[config.mk]
export PLATFORM = sky130hd
export DESIGN_NAME = dring_master
export DESIGN_NICKNAME = d
export VERILOG_FILES = /design/src/rtl/dring_pkg.sv /design/src/rtl/dring_addr_gen.sv /design/src/rtl/dring_regs.sv /design/src/rtl/dring_walker.sv /design/src/rtl/dring_master.sv
export SDC_FILE = /design/constraint.sdc
export NUM_CORES = 1
export LEC_CHECK = 0
export ABC_AREA = 1
export BUFFER_PORTS_ARGS = -buffer_cell sky130_fd_sc_hd__buf_2
export CORE_AREA = 2 2 212 214
export DETAILED_ROUTE_END_ITERATION = 16
export DIE_AREA = 0 0 214 216
export GPL_TIMING_DRIVEN = 0
export HOLD_SLACK_MARGIN = 0.05
export PLACE_DENSITY = 0.75
export SLEW_MARGIN = 20
export SYNTH_ARGS = -nofsm -noshare
export SYNTH_HDL_FRONTEND = slang
export SYNTH_HIERARCHICAL = 1
export SYNTH_SLANG_ARGS = --single-unit
[constraint.sdc]
create_clock -name clk -period 4.18 [get_ports clk]
set_input_delay 0.418 -clock clk [delete_from_list [all_inputs] [get_ports clk]]
set_output_delay 0.418 -clock clk [all_outputs]
set_load 0.01 [all_outputs]
[src/rtl/dring_pkg.sv]
package dring_pkg;

  // register offsets (byte addresses)
  localparam logic [11:0] OFS_BASE_LO = 12'h100;
  localparam logic [11:0] OFS_BASE_HI = 12'h104;
  localparam logic [11:0] OFS_CTRL    = 12'h108;
  localparam logic [11:0] OFS_STAT    = 12'h10C;
  localparam logic [11:0] OFS_SIZE    = 12'h110;
  localparam logic [11:0] OFS_RETRY   = 12'h114;

  // control / status bit positions
  localparam int CT_START = 0;
  localparam int CT_EIE   = 4;
  localparam int IDX_LSB  = 16;
  localparam int ST_BUSY  = 0;
  localparam int ST_ERR   = 4;
  localparam int ST_CMP   = 5;

  // descriptor byte-3 flags and result status bit
  localparam int DC_IRQ = 6;
  localparam int DC_SOE = 7;
  localparam int DS_OK  = 0;

  localparam int DESC_WORDS = 4;
  localparam logic [3:0] WB_MASK = 4'b1101;

  typedef enum logic [2:0] {
    W_IDLE,
    W_FETCH,
    W_ISSUE,
    W_WAIT,
    W_WBACK
  } walk_state_t;

endpackage

[src/rtl/dring_addr_gen.sv]
module dring_addr_gen #(
  parameter int MEM_AW = 64,
  parameter int IDX_W  = 8
) (
  input  logic [MEM_AW-1:0] base,
  input  logic [IDX_W-1:0]  tail,
  input  logic [IDX_W-1:0]  last_idx,
  output logic [MEM_AW-1:0] desc_addr,
  output logic [IDX_W-1:0]  tail_next
);
  localparam int ENTRY_SHIFT = 4;

  always_comb begin
    desc_addr = base + (MEM_AW'(tail) << ENTRY_SHIFT);
    tail_next = (tail == last_idx) ? '0 : tail + 1'b1;
  end
endmodule

[src/rtl/dring_regs.sv]
module dring_regs
  import dring_pkg::*;
#(
  parameter int REG_AW = 12,
  parameter int MEM_AW = 64,
  parameter int IDX_W  = 8,
  parameter int DEF_LAST = 31
) (
  input  logic              clk,
  input  logic              rst,
  input  logic              reg_wr,
  input  logic              reg_rd,
  input  logic [REG_AW-1:0] reg_addr,
  input  logic [31:0]       reg_wdata,
  output logic [31:0]       reg_rdata,
  input  logic [IDX_W-1:0]  tail,
  input  logic              busy,
  input  logic              set_comp,
  input  logic              set_err,
  input  logic              clr_start,
  output logic [MEM_AW-1:0] base,
  output logic [IDX_W-1:0]  last_idx,
  output logic [IDX_W-1:0]  head,
  output logic              start,
  output logic              irq
);
  logic [63:0]      base_q;
  logic [IDX_W-1:0] last_q;
  logic [IDX_W-1:0] head_q;
  logic [7:0]       retry_q;
  logic             start_q, eie_q, comp_q, err_q;
  logic [31:0]      rd_mux;

  assign base     = base_q[MEM_AW-1:0];
  assign last_idx = last_q;
  assign head     = head_q;
  assign start    = start_q;

  always_ff @(posedge clk) begin
    if (rst) begin
      base_q  <= '0;
      last_q  <= IDX_W'(DEF_LAST);
      head_q  <= '0;
      retry_q <= '0;
      start_q <= 1'b0;
      eie_q   <= 1'b0;
      comp_q  <= 1'b0;
      err_q   <= 1'b0;
    end else begin
      if (clr_start) start_q <= 1'b0;
      if (reg_wr) begin
        if (reg_addr == REG_AW'(OFS_BASE_LO)) base_q[31:0]  <= reg_wdata;
        if (reg_addr == REG_AW'(OFS_BASE_HI)) base_q[63:32] <= reg_wdata;
        if (reg_addr == REG_AW'(OFS_CTRL)) begin
          head_q  <= reg_wdata[IDX_LSB +: IDX_W];
          start_q <= reg_wdata[CT_START];
          eie_q   <= reg_wdata[CT_EIE];
        end
        if (reg_addr == REG_AW'(OFS_STAT)) begin
          if (reg_wdata[ST_CMP]) comp_q <= 1'b0;
          if (reg_wdata[ST_ERR]) err_q  <= 1'b0;
        end
        if (reg_addr == REG_AW'(OFS_SIZE))  last_q  <= reg_wdata[IDX_W-1:0];
        if (reg_addr == REG_AW'(OFS_RETRY)) retry_q <= reg_wdata[7:0];
      end
      // hardware set has priority over a same-cycle clear
      if (set_comp) comp_q <= 1'b1;
      if (set_err)  err_q  <= 1'b1;
    end
  end

  always_comb begin
    rd_mux = '0;
    if (reg_addr == REG_AW'(OFS_BASE_LO)) rd_mux = base_q[31:0];
    if (reg_addr == REG_AW'(OFS_BASE_HI)) rd_mux = base_q[63:32];
    if (reg_addr == REG_AW'(OFS_CTRL)) begin
      rd_mux[IDX_LSB +: IDX_W] = head_q;
      rd_mux[CT_START]         = start_q;
      rd_mux[CT_EIE]           = eie_q;
    end
    if (reg_addr == REG_AW'(OFS_STAT)) begin
      rd_mux[IDX_LSB +: IDX_W] = tail;
      rd_mux[ST_CMP]           = comp_q;
      rd_mux[ST_ERR]           = err_q;
      rd_mux[ST_BUSY]          = busy;
    end
    if (reg_addr == REG_AW'(OFS_SIZE))  rd_mux[IDX_W-1:0] = last_q;
    if (reg_addr == REG_AW'(OFS_RETRY)) rd_mux[7:0]       = retry_q;
  end

  always_ff @(posedge clk) begin
    if (rst) begin
      reg_rdata <= '0;
      irq       <= 1'b0;
    end else begin
      reg_rdata <= reg_rd ? rd_mux : '0;
      irq       <= comp_q | (err_q & eie_q);
    end
  end
endmodule

[src/rtl/dring_walker.sv]
module dring_walker
  import dring_pkg::*;
#(
  parameter int MEM_AW = 64,
  parameter int IDX_W  = 8
) (
  input  logic              clk,
  input  logic              rst,
  input  logic              start,
  input  logic [IDX_W-1:0]  head,
  input  logic [MEM_AW-1:0] desc_addr,
  input  logic [IDX_W-1:0]  tail_next,
  output logic [IDX_W-1:0]  tail,
  output logic              busy,
  output logic              set_comp,
  output logic              set_err,
  output logic              clr_start,
  output logic              mem_req,
  output logic              mem_we,
  output logic [MEM_AW-1:0] mem_addr,
  output logic [3:0]        mem_be,
  output logic [31:0]       mem_wdata,
  input  logic              mem_ack,
  input  logic [31:0]       mem_rdata,
  output logic              seq_valid,
  input  logic              seq_ready,
  output logic [32*DESC_WORDS-1:0] seq_desc,
  input  logic              seq_done,
  input  logic [7:0]        seq_status,
  input  logic [7:0]        seq_rxcnt,
  input  logic [7:0]        seq_txcnt
);
  localparam int WI_W = $clog2(DESC_WORDS);

  walk_state_t     state;
  logic [31:0]     dw [DESC_WORDS];
  logic [WI_W-1:0] wi;
  logic [7:0]      res_q;
  logic [7:0]      dctl;
  logic            wb_fin, failed, halt;

  genvar g;
  generate
    for (g = 0; g < DESC_WORDS; g++) begin : g_pack
      assign seq_desc[32*g +: 32] = dw[g];
    end
  endgenerate

  assign dctl      = dw[0][31:24];
  assign wb_fin    = (state == W_WBACK) && mem_ack;
  assign failed    = !res_q[DS_OK];
  assign halt      = failed && dctl[DC_SOE];
  assign set_comp  = wb_fin && dctl[DC_IRQ];
  assign set_err   = wb_fin && failed;
  assign clr_start = wb_fin && halt;
  assign busy      = (state != W_IDLE);

  always_ff @(posedge clk) begin
    if (rst) begin
      state     <= W_IDLE;
      tail      <= '0;
      wi        <= '0;
      res_q     <= '0;
      mem_req   <= 1'b0;
      mem_we    <= 1'b0;
      mem_addr  <= '0;
      mem_be    <= '0;
      mem_wdata <= '0;
      seq_valid <= 1'b0;
      for (int i = 0; i < DESC_WORDS; i++) dw[i] <= '0;
    end else begin
      case (state)
        W_IDLE: begin
          if (start && (tail != head)) begin
            mem_req  <= 1'b1;
            mem_we   <= 1'b0;
            mem_be   <= 4'hF;
            mem_addr <= desc_addr;
            wi       <= '0;
            state    <= W_FETCH;
          end
        end
        W_FETCH: begin
          if (mem_ack) begin
            dw[wi] <= mem_rdata;
            if (wi == WI_W'(DESC_WORDS - 1)) begin
              mem_req   <= 1'b0;
              seq_valid <= 1'b1;
              state     <= W_ISSUE;
            end else begin
              wi       <= wi + 1'b1;
              mem_addr <= mem_addr + MEM_AW'(4);
            end
          end
        end
        W_ISSUE: begin
          if (seq_ready) begin
            seq_valid <= 1'b0;
            state     <= W_WAIT;
          end
        end
        W_WAIT: begin
          if (seq_done) begin
            res_q     <= seq_status;
            mem_req   <= 1'b1;
            mem_we    <= 1'b1;
            mem_be    <= WB_MASK;
            mem_addr  <= desc_addr + MEM_AW'(4);
            mem_wdata <= {seq_txcnt, seq_rxcnt, dw[1][15:8], seq_status};
            state     <= W_WBACK;
          end
        end
        W_WBACK: begin
          if (mem_ack) begin
            mem_req <= 1'b0;
            mem_we  <= 1'b0;
            if (!halt) tail <= tail_next;
            state   <= W_IDLE;
          end
        end
        default: state <= W_IDLE;
      endcase
    end
  end
endmodule

[src/rtl/dring_master.sv]
module dring_master
  import dring_pkg::*;
#(
  parameter int REG_AW   = 12,
  parameter int MEM_AW   = 64,
  parameter int IDX_W    = 8,
  parameter int DEF_LAST = 31
) (
  input  logic              clk,
  input  logic              rst,
  input  logic              reg_wr,
  input  logic              reg_rd,
  input  logic [REG_AW-1:0] reg_addr,
  input  logic [31:0]       reg_wdata,
  output logic [31:0]       reg_rdata,
  output logic              mem_req,
  output logic              mem_we,
  output logic [MEM_AW-1:0] mem_addr,
  output logic [3:0]        mem_be,
  output logic [31:0]       mem_wdata,
  input  logic              mem_ack,
  input  logic [31:0]       mem_rdata,
  output logic              seq_valid,
  input  logic              seq_ready,
  output logic [127:0]      seq_desc,
  input  logic              seq_done,
  input  logic [7:0]        seq_status,
  input  logic [7:0]        seq_rxcnt,
  input  logic [7:0]        seq_txcnt,
  output logic              irq
);
  logic [MEM_AW-1:0] ring_base, ring_desc_addr;
  logic [IDX_W-1:0]  ring_last, ring_head, ring_tail, ring_tail_next;
  logic              ring_start, ring_busy;
  logic              hw_set_comp, hw_set_err, hw_clr_start;

  dring_regs #(
    .REG_AW(REG_AW), .MEM_AW(MEM_AW), .IDX_W(IDX_W), .DEF_LAST(DEF_LAST)
  ) u_regs (
    .clk(clk), .rst(rst),
    .reg_wr(reg_wr), .reg_rd(reg_rd), .reg_addr(reg_addr),
    .reg_wdata(reg_wdata), .reg_rdata(reg_rdata),
    .tail(ring_tail), .busy(ring_busy),
    .set_comp(hw_set_comp), .set_err(hw_set_err), .clr_start(hw_clr_start),
    .base(ring_base), .last_idx(ring_last), .head(ring_head),
    .start(ring_start), .irq(irq)
  );

  dring_addr_gen #(.MEM_AW(MEM_AW), .IDX_W(IDX_W)) u_agen (
    .base(ring_base), .tail(ring_tail), .last_idx(ring_last),
    .desc_addr(ring_desc_addr), .tail_next(ring_tail_next)
  );

  dring_walker #(.MEM_AW(MEM_AW), .IDX_W(IDX_W)) u_walk (
    .clk(clk), .rst(rst),
    .start(ring_start), .head(ring_head),
    .desc_addr(ring_desc_addr), .tail_next(ring_tail_next),
    .tail(ring_tail), .busy(ring_busy),
    .set_comp(hw_set_comp), .set_err(hw_set_err), .clr_start(hw_clr_start),
    .mem_req(mem_req), .mem_we(mem_we), .mem_addr(mem_addr),
    .mem_be(mem_be), .mem_wdata(mem_wdata),
    .mem_ack(mem_ack), .mem_rdata(mem_rdata),
    .seq_valid(seq_valid), .seq_ready(seq_ready), .seq_desc(seq_desc),
    .seq_done(seq_done), .seq_status(seq_status),
    .seq_rxcnt(seq_rxcnt), .seq_txcnt(seq_txcnt)
  );
endmodule

## After elaboration in Yosys (flattened, before gate mapping)

Memories as Yosys holds them, arrays and structs flattened.
Index checks and enable logic that the tools add are counted.

| operators by class | value |
|---|---|
| $add $sub $neg | 5 |
| eq/ne operators | 20 |
| multiplexer cells | 62 |
| bitwise operators | 4 |
| reduce and logical (&&, ||, !) cells | 39 |

Operators by type and width:

| kind | number |
|---|---|
| two-way mux 64 bit | 4 |
| case mux 64 bit (3 select lines) | 1 |
| adder 64 x 3 -> 64 bit, second input constant | 2 |
| two-way mux 32 bit | 3 |
| == test 12 x 9 -> 1 bit, second input constant | 6 |
| adder 64 x 12 -> 64 bit | 1 |
| two-way mux 8 bit | 5 |
| OR reduction 32 bit | 1 |
| two-way mux 1 bit | 30 |
| two-way mux 3 bit | 6 |
| nonzero test 2 bit | 9 |
| case mux 3 bit (5 select lines) | 1 |
| AND reduction 2 bit | 6 |
| AND reduction 3 bit | 4 |
| AND reduction 4 bit | 3 |
| AND reduction 6 bit | 2 |
| two-way mux 2 bit | 5 |
| inequality test 2 bit, second input constant | 5 |
| nonzero test 3 bit | 3 |
| adder 8 x 1 -> 8 bit, second input constant | 1 |
| == test 8 bit | 1 |
| two-way mux 4 bit | 2 |
| inequality test 8 bit | 1 |
| case mux 4 bit (2 select lines) | 1 |
| other kinds (19) | 27 |

| storage, ports and cells | value |
|---|---|
| register bits after elaboration | 242 |
| bits in writable memories | 128 |
| input port bits | 107 |
| output and inout port bits | 264 |
| word-level logic and storage cells | 152 |
| memories kept | 1 |

Memories:

| memory | words | bits a word | rd ports | clocked after Yosys merged registers in | wr ports | RTL line | text |
|---|---|---|---|---|---|---|---|
| u_walk.dw | 4 | 32 | 4 | 0 | 4 | dring_walker.sv:36 | `logic [31:0] dw [DESC_WORDS];` |

## Longest topological paths before layout

| logic depth | value |
|---|---|
| word-level depth | 7 |
| gate-level depth with buffers | 26 |
| depth with buffers taken out | 26 |

## By module

The synthesis kept the hierarchy.

By module, submodules not included:

| module | times used | cells an instance | area each (um^2) | sequential area each (um^2) |
|---|---|---|---|---|
| dring_walker | 1 | 1943 | 13335.3 | 6125.9 |
| dring_regs | 1 | 648 | 5601.6 | 2502.4 |
| dring_addr_gen | 1 | 610 | 2880.3 | 0.0 |

## Least setup slack after synthesis

Ideal clock, no wire load.

| path | value |
|---|---|
| path kind | register to register |
| start point | reg u_walk.state[0] |
| end point | mem u_walk.dw[3][0] (enable) |
| library setup time | 0.470 ns |
| data arrival time | 3.446 ns |
| required time | 3.710 ns |
| setup slack | 0.264 ns |
| cell stages (with the launch flop) | 9 |
| path buffers | 0 |
| clock period less this slack | 3.916 ns |
| cells stage by stage | dfxtp_1 -> inv_1 -> nor2_1 -> inv_2 -> nor2_1 -> inv_2 -> nor2_1 -> inv_2 -> o31ai_1 |

RTL lines:

| what | RTL line | text |
|---|---|---|
| start, declared | dring_walker.sv:35 | `walk_state_t state;` |
| start signal, assigned | dring_walker.sv:60 | `state <= W_IDLE;` |
| start signal, assigned | dring_walker.sv:80 | `state <= W_FETCH;` |
| start signal, assigned | dring_walker.sv:89 | `state <= W_ISSUE;` |
| end, declared | dring_walker.sv:36 |  |

## Worst setup path in the final report

| path | value |
|---|---|
| start point | reg u_walk.tail[6] |
| end point | reg u_walk.mem_addr[63] |

| between the ends | value |
|---|---|
| longest elaborated chain between the ends | 4 |
| elaborated cells on any way between the ends | 9 |
| those cells by class | add/sub (2); eq/ne (2); mux (3); reduce/logical (2) |

Ends and longest elaborated chain:

| what | RTL line | text |
|---|---|---|
| start, declared | dring_walker.sv:13 | `output logic [IDX_W-1:0] tail,` |
| start signal, assigned | dring_walker.sv:117 | `if (!halt) tail <= tail_next;` |
| adder 64 x 12 -> 64 bit | dring_addr_gen.sv:14 | `desc_addr = base + (MEM_AW'(tail) << ENTRY_SHIFT);` |
| via ring_desc_addr[29] | dring_master.sv:32 | `logic [MEM_AW-1:0] ring_base, ring_desc_addr;` |
| adder 64 x 3 -> 64 bit | dring_walker.sv:108 | `mem_addr <= desc_addr + MEM_AW'(4);` |
| two-way mux 64 bit | dring_walker.sv:103 | `if (seq_done) begin` |
| case mux 64 bit (3 select lines) | dring_walker.sv:72 | `case (state)` |
| end signal, assigned | dring_walker.sv:78 | `mem_addr <= desc_addr;` |
| end signal, assigned | dring_walker.sv:92 | `mem_addr <= mem_addr + MEM_AW'(4);` |
| end signal, assigned | dring_walker.sv:108 |  |
| end, declared | dring_walker.sv:20 | `output logic [MEM_AW-1:0] mem_addr,` |

The timed path passes the listed nets, and every way through them passes these cells. The select of a mux whose other input is x is not followed.
A chain may end at the register's enable or synchronous reset.

==> metrics.md <==
| Metric | Value |
|---|---|
| Status | complete, no violations |
| Slew HR | 33.1% |
| FF-to-FF path depth | 21 |
| CP startpoint kind | flip-flop |
| Post-synthesis net count | 3320 |
| Via count | 23423 |
| Vias per cell | 5.53 |
| Seq/Total Area, Yosys | 39.5% |
| Vias in the first global route | 21797 |
| Leak Pwr | 0.0112 uW |
| Die Span Y | 216 um |
| Worst slew pin tran | 1000 ps |
| Overall routing resource usage | 39.6% |
| Nets | 3734 |
| Fmax | 243 MHz |
| Final Critical Period | 4120 ps |
| Crit. End Element | flip-flop |
| Setup violations, final | 0 |
| WL final | 93600 um |
| Clock latency on the worst-skew pair | 600 ps |
| Internal reg-to-reg setup slack | 60 ps |
| CP Capture Point | u_walk/mem_addr[63]$_SDFFE_PP0P_ |
| Port Buf Inserts | 367 |
| Leading cell type in the layout, fill and taps excluded | nand2_1 |
| Worst-case clock buffer depth | 3 |
| Core area | 0.0438 mm2 |
| Arr. time, crit path | 4560 ps |
| CP startpoint | u_walk/tail[6]$_SDFFE_PP0P_ |
| Mapped Area | 0.0218 mm2 |
| Top-Level Pins | 371 |
| Gpl congestion | 1.06 |
| Top cells by area, synth | dfxtp_1 (22%), edfxtp_1 (18%), nand2_1 (16%), nor2_1 (9.1%), inv_1 (7.4%) |
| Worst Hold Class | in -> reg |
| H-tree depth | 2 |
| Core Util, Final | 59.6% |
| Pre-CTS WS | -528 ps |
| Global-route wire length before repair | 137000 um |
| CP Class | reg -> reg |
| Final Total Pwr | 10900 uW |
| DRT Pass-1 Iters | 8 |
| Max_cap viols | 0 |
| Combinational share of power | 25.1% |
| Clk root buf | clkbuf_16 |
| Post-synth top area share | 21.9% |
| Final hold violations | 0 |
| Critical R2R Launch | u_walk/tail[6]$_SDFFE_PP0P_ |
| DRC Markers | 0 |
| Layout cells sized above 1 | 19.1% |
| EDFF count, synth | 128 |
| Initial antenna violation count | 2 |
| Sw power | 3910 uW |
| #FFs+latches synth | 367 |
| Largest net degree at the start of global routing | 33 |
| GRT overflow | 0 |
| Asr flop ratio synth | 0% |
| Post-Syn Instances | 3201 |
| Pwr dens | 418 mW/mm2 |
| Post-CTS Hold Fix Bufs | 0 |
| Pint | 7010 uW |
| RSZ-0062 raised after global routing | yes |
| Slew Limit Fails | 0 |
| Synth Flop Type | dfxtp_1 |
| Max FO, Critical Path | 10 |
| Post-synthesis area per instance | 6.82 um2 |
| Worst-path clk slew | 60 ps |
| Worst VDD drop | 0.429 mV |
| Flop pwr share | 39.3% |
| Layout area overhead | 19.7% |
| Final Cycle Share | 98.5% |
| Hold Path Stages | 3 |
| Initial core utilization | 49.8% |
| Required @ worst endpoint | 4620 ps |
| Worst clock skew | 32.0 ps |
| DP Wirelength | 73800 um |
| DRT antenna net count | 0 |
| 1st-iter DRT viols | 2547 |
| Commonest non-fill, non-tap cells in the layout | nand2_1 (916), nor2_1 (509), inv_1 (430) |
| Synth area leader | dfxtp_1 |
| WL per Instance | 22.1 um |
| FP Rows | 77 |
| TNS Setup | 0 ps |
| CTS buffer count | 40 |
| Synth warn | 6 |
| Clk pwr share | 35.5% |
| Die Span X | 214 um |
| Netlist cell types | 46 |
| Die footprint | 0.0462 mm2 |
| Hold_sp | seq_txcnt[7] |
| Sink Count | 367 |
| CTS tree | yes |
| Final worst slack | 64.4 ps |
| Sw frac | 35.8% |
| Worst R2R End | u_walk/mem_addr[63]$_SDFFE_PP0P_ |
## critical path, stage by stage (launching register included)
cell and delay (ps):
dfxtp_1 600, ha_1 330, nand2_1 130, nor2_1 230, nand3_1 110, nand3_1 150, buf_6 190, nand2_2 80
xnor2_1 340, inv_1 70, nand2_1 80, nand2_1 80, nor2_1 260, nand2_1 210, nor2_1 280, nand2_1 180
nor2_2 240, nand3_1 110, nand2_1 80, nand2_1 50, nand2_1 90, a21oi_1 60
## registers in the layout, summed over array words and instances (netlist names), 3 cells and up
| register | cells |
|---|---|
| u_walk/dw | 128 |
| u_regs/base | 64 |
| u_walk/mem_addr | 64 |
| u_regs/reg_rdata | 32 |
| u_walk/mem_wdata | 32 |
| u_regs/head | 8 |
| u_regs/last_idx | 8 |
| u_regs/retry_q | 8 |
| u_walk/tail | 8 |
| u_walk/state | 3 |
## metal layers
metal / up-vias / GRT usage, % / wire [um]
met5: - / 0 / 9
met4: 2 / 26.3 / 6990
met3: 301 / 8.08 / 9390
met2: 1396 / 62.0 / 41100
met1: 10691 / 49.5 / 36100
li1: 11033 / - / -
## power groups by stage
stage                     Clock (uW)  Sequential, uW  Combinational (uW)
after floorplan                    0            4390                1400
after global placement             0            4360                2610
after detailed placement           0            4350                2630
after CTS                       3910            4280                2640
after global routing            4050            4320                2940
final                           3880            4290                2740
## Yosys cell counts, drive strengths merged, types with 17 or more instances
master,count
a211oi,73
nor3,21
nand4,47
a21oi,185
clkbuf,71
nand3,151
xor2,28
o211ai,32
xnor2,17
buf,56
nand2,946
nor2,572
dfxtp,239
inv,439
edfxtp,128
o21ai,126
## layout make-up
cell class / instances / area [um2]
Antenna cell: 1 / 2.50
Buffer: 127 / 683
Clock buffer: 45 / 1050
Clock inverter: 28 / 392
Fill cell: 4242 / 17700
Inverter: 441 / 1660
Multi-Input combinational cell: 2266 / 11000
Sequential cell: 367 / 8640
Tap cell: 592 / 741
Timing Repair Buffer: 372 / 1920
## worst min path at each step
| stage | endpoint | slack, ps |
|---|---|---|
| after global placement | u_walk/mem_wdata[10]$_SDFFE_PP0P_ | 450 |
| after detailed placement | u_walk/mem_wdata[29]$_SDFFE_PP0P_ | 450 |
| final | u_walk/mem_wdata[31]$_SDFFE_PP0P_ | 90 |
| after CTS | u_walk/mem_wdata[6]$_SDFFE_PP0P_ | 70 |
| after floorplan | u_regs/eie_q$_SDFFE_PP0P_ | 440 |
| after global routing | u_walk/mem_wdata[30]$_SDFFE_PP0P_ | 100 |
## what timing repair did
action                                  in CTS  in global routing
setup buffers                                0                  1
resized for setup                           17                 32
pin swaps                                    0                  2
endpoints found under the setup margin      32                 44
hold endpoints to repair                     0                  0
## cell families (layout without fill, tap and decap cells)
family	Yosys count	count (layout)	share of synthesized area, %
AO/OA/AOI/OAI	450	450	13.7
XOR/XNOR	45	45	1.81
adder cells (fa/ha/maj)	12	12	0.723
flip-flops	367	367	39.5
buffers and inverters	568	1013	10.7
AND/OR/NAND/NOR	1759	1759	33.5
other	0	1	0
## stage by stage
step	std cells	cell area, um2	hold slack (ps)
2_1_floorplan	3201	21800	437
3_3_place_gp	4160	24400	445
3_5_place_dp	4164	24500	449
4_1_cts	4237	26000	71.5
5_1_grt	4239	26100	95.9
6_report	4239	26100	91.9
No activity file was read; power rests on OpenSTA's default activity.
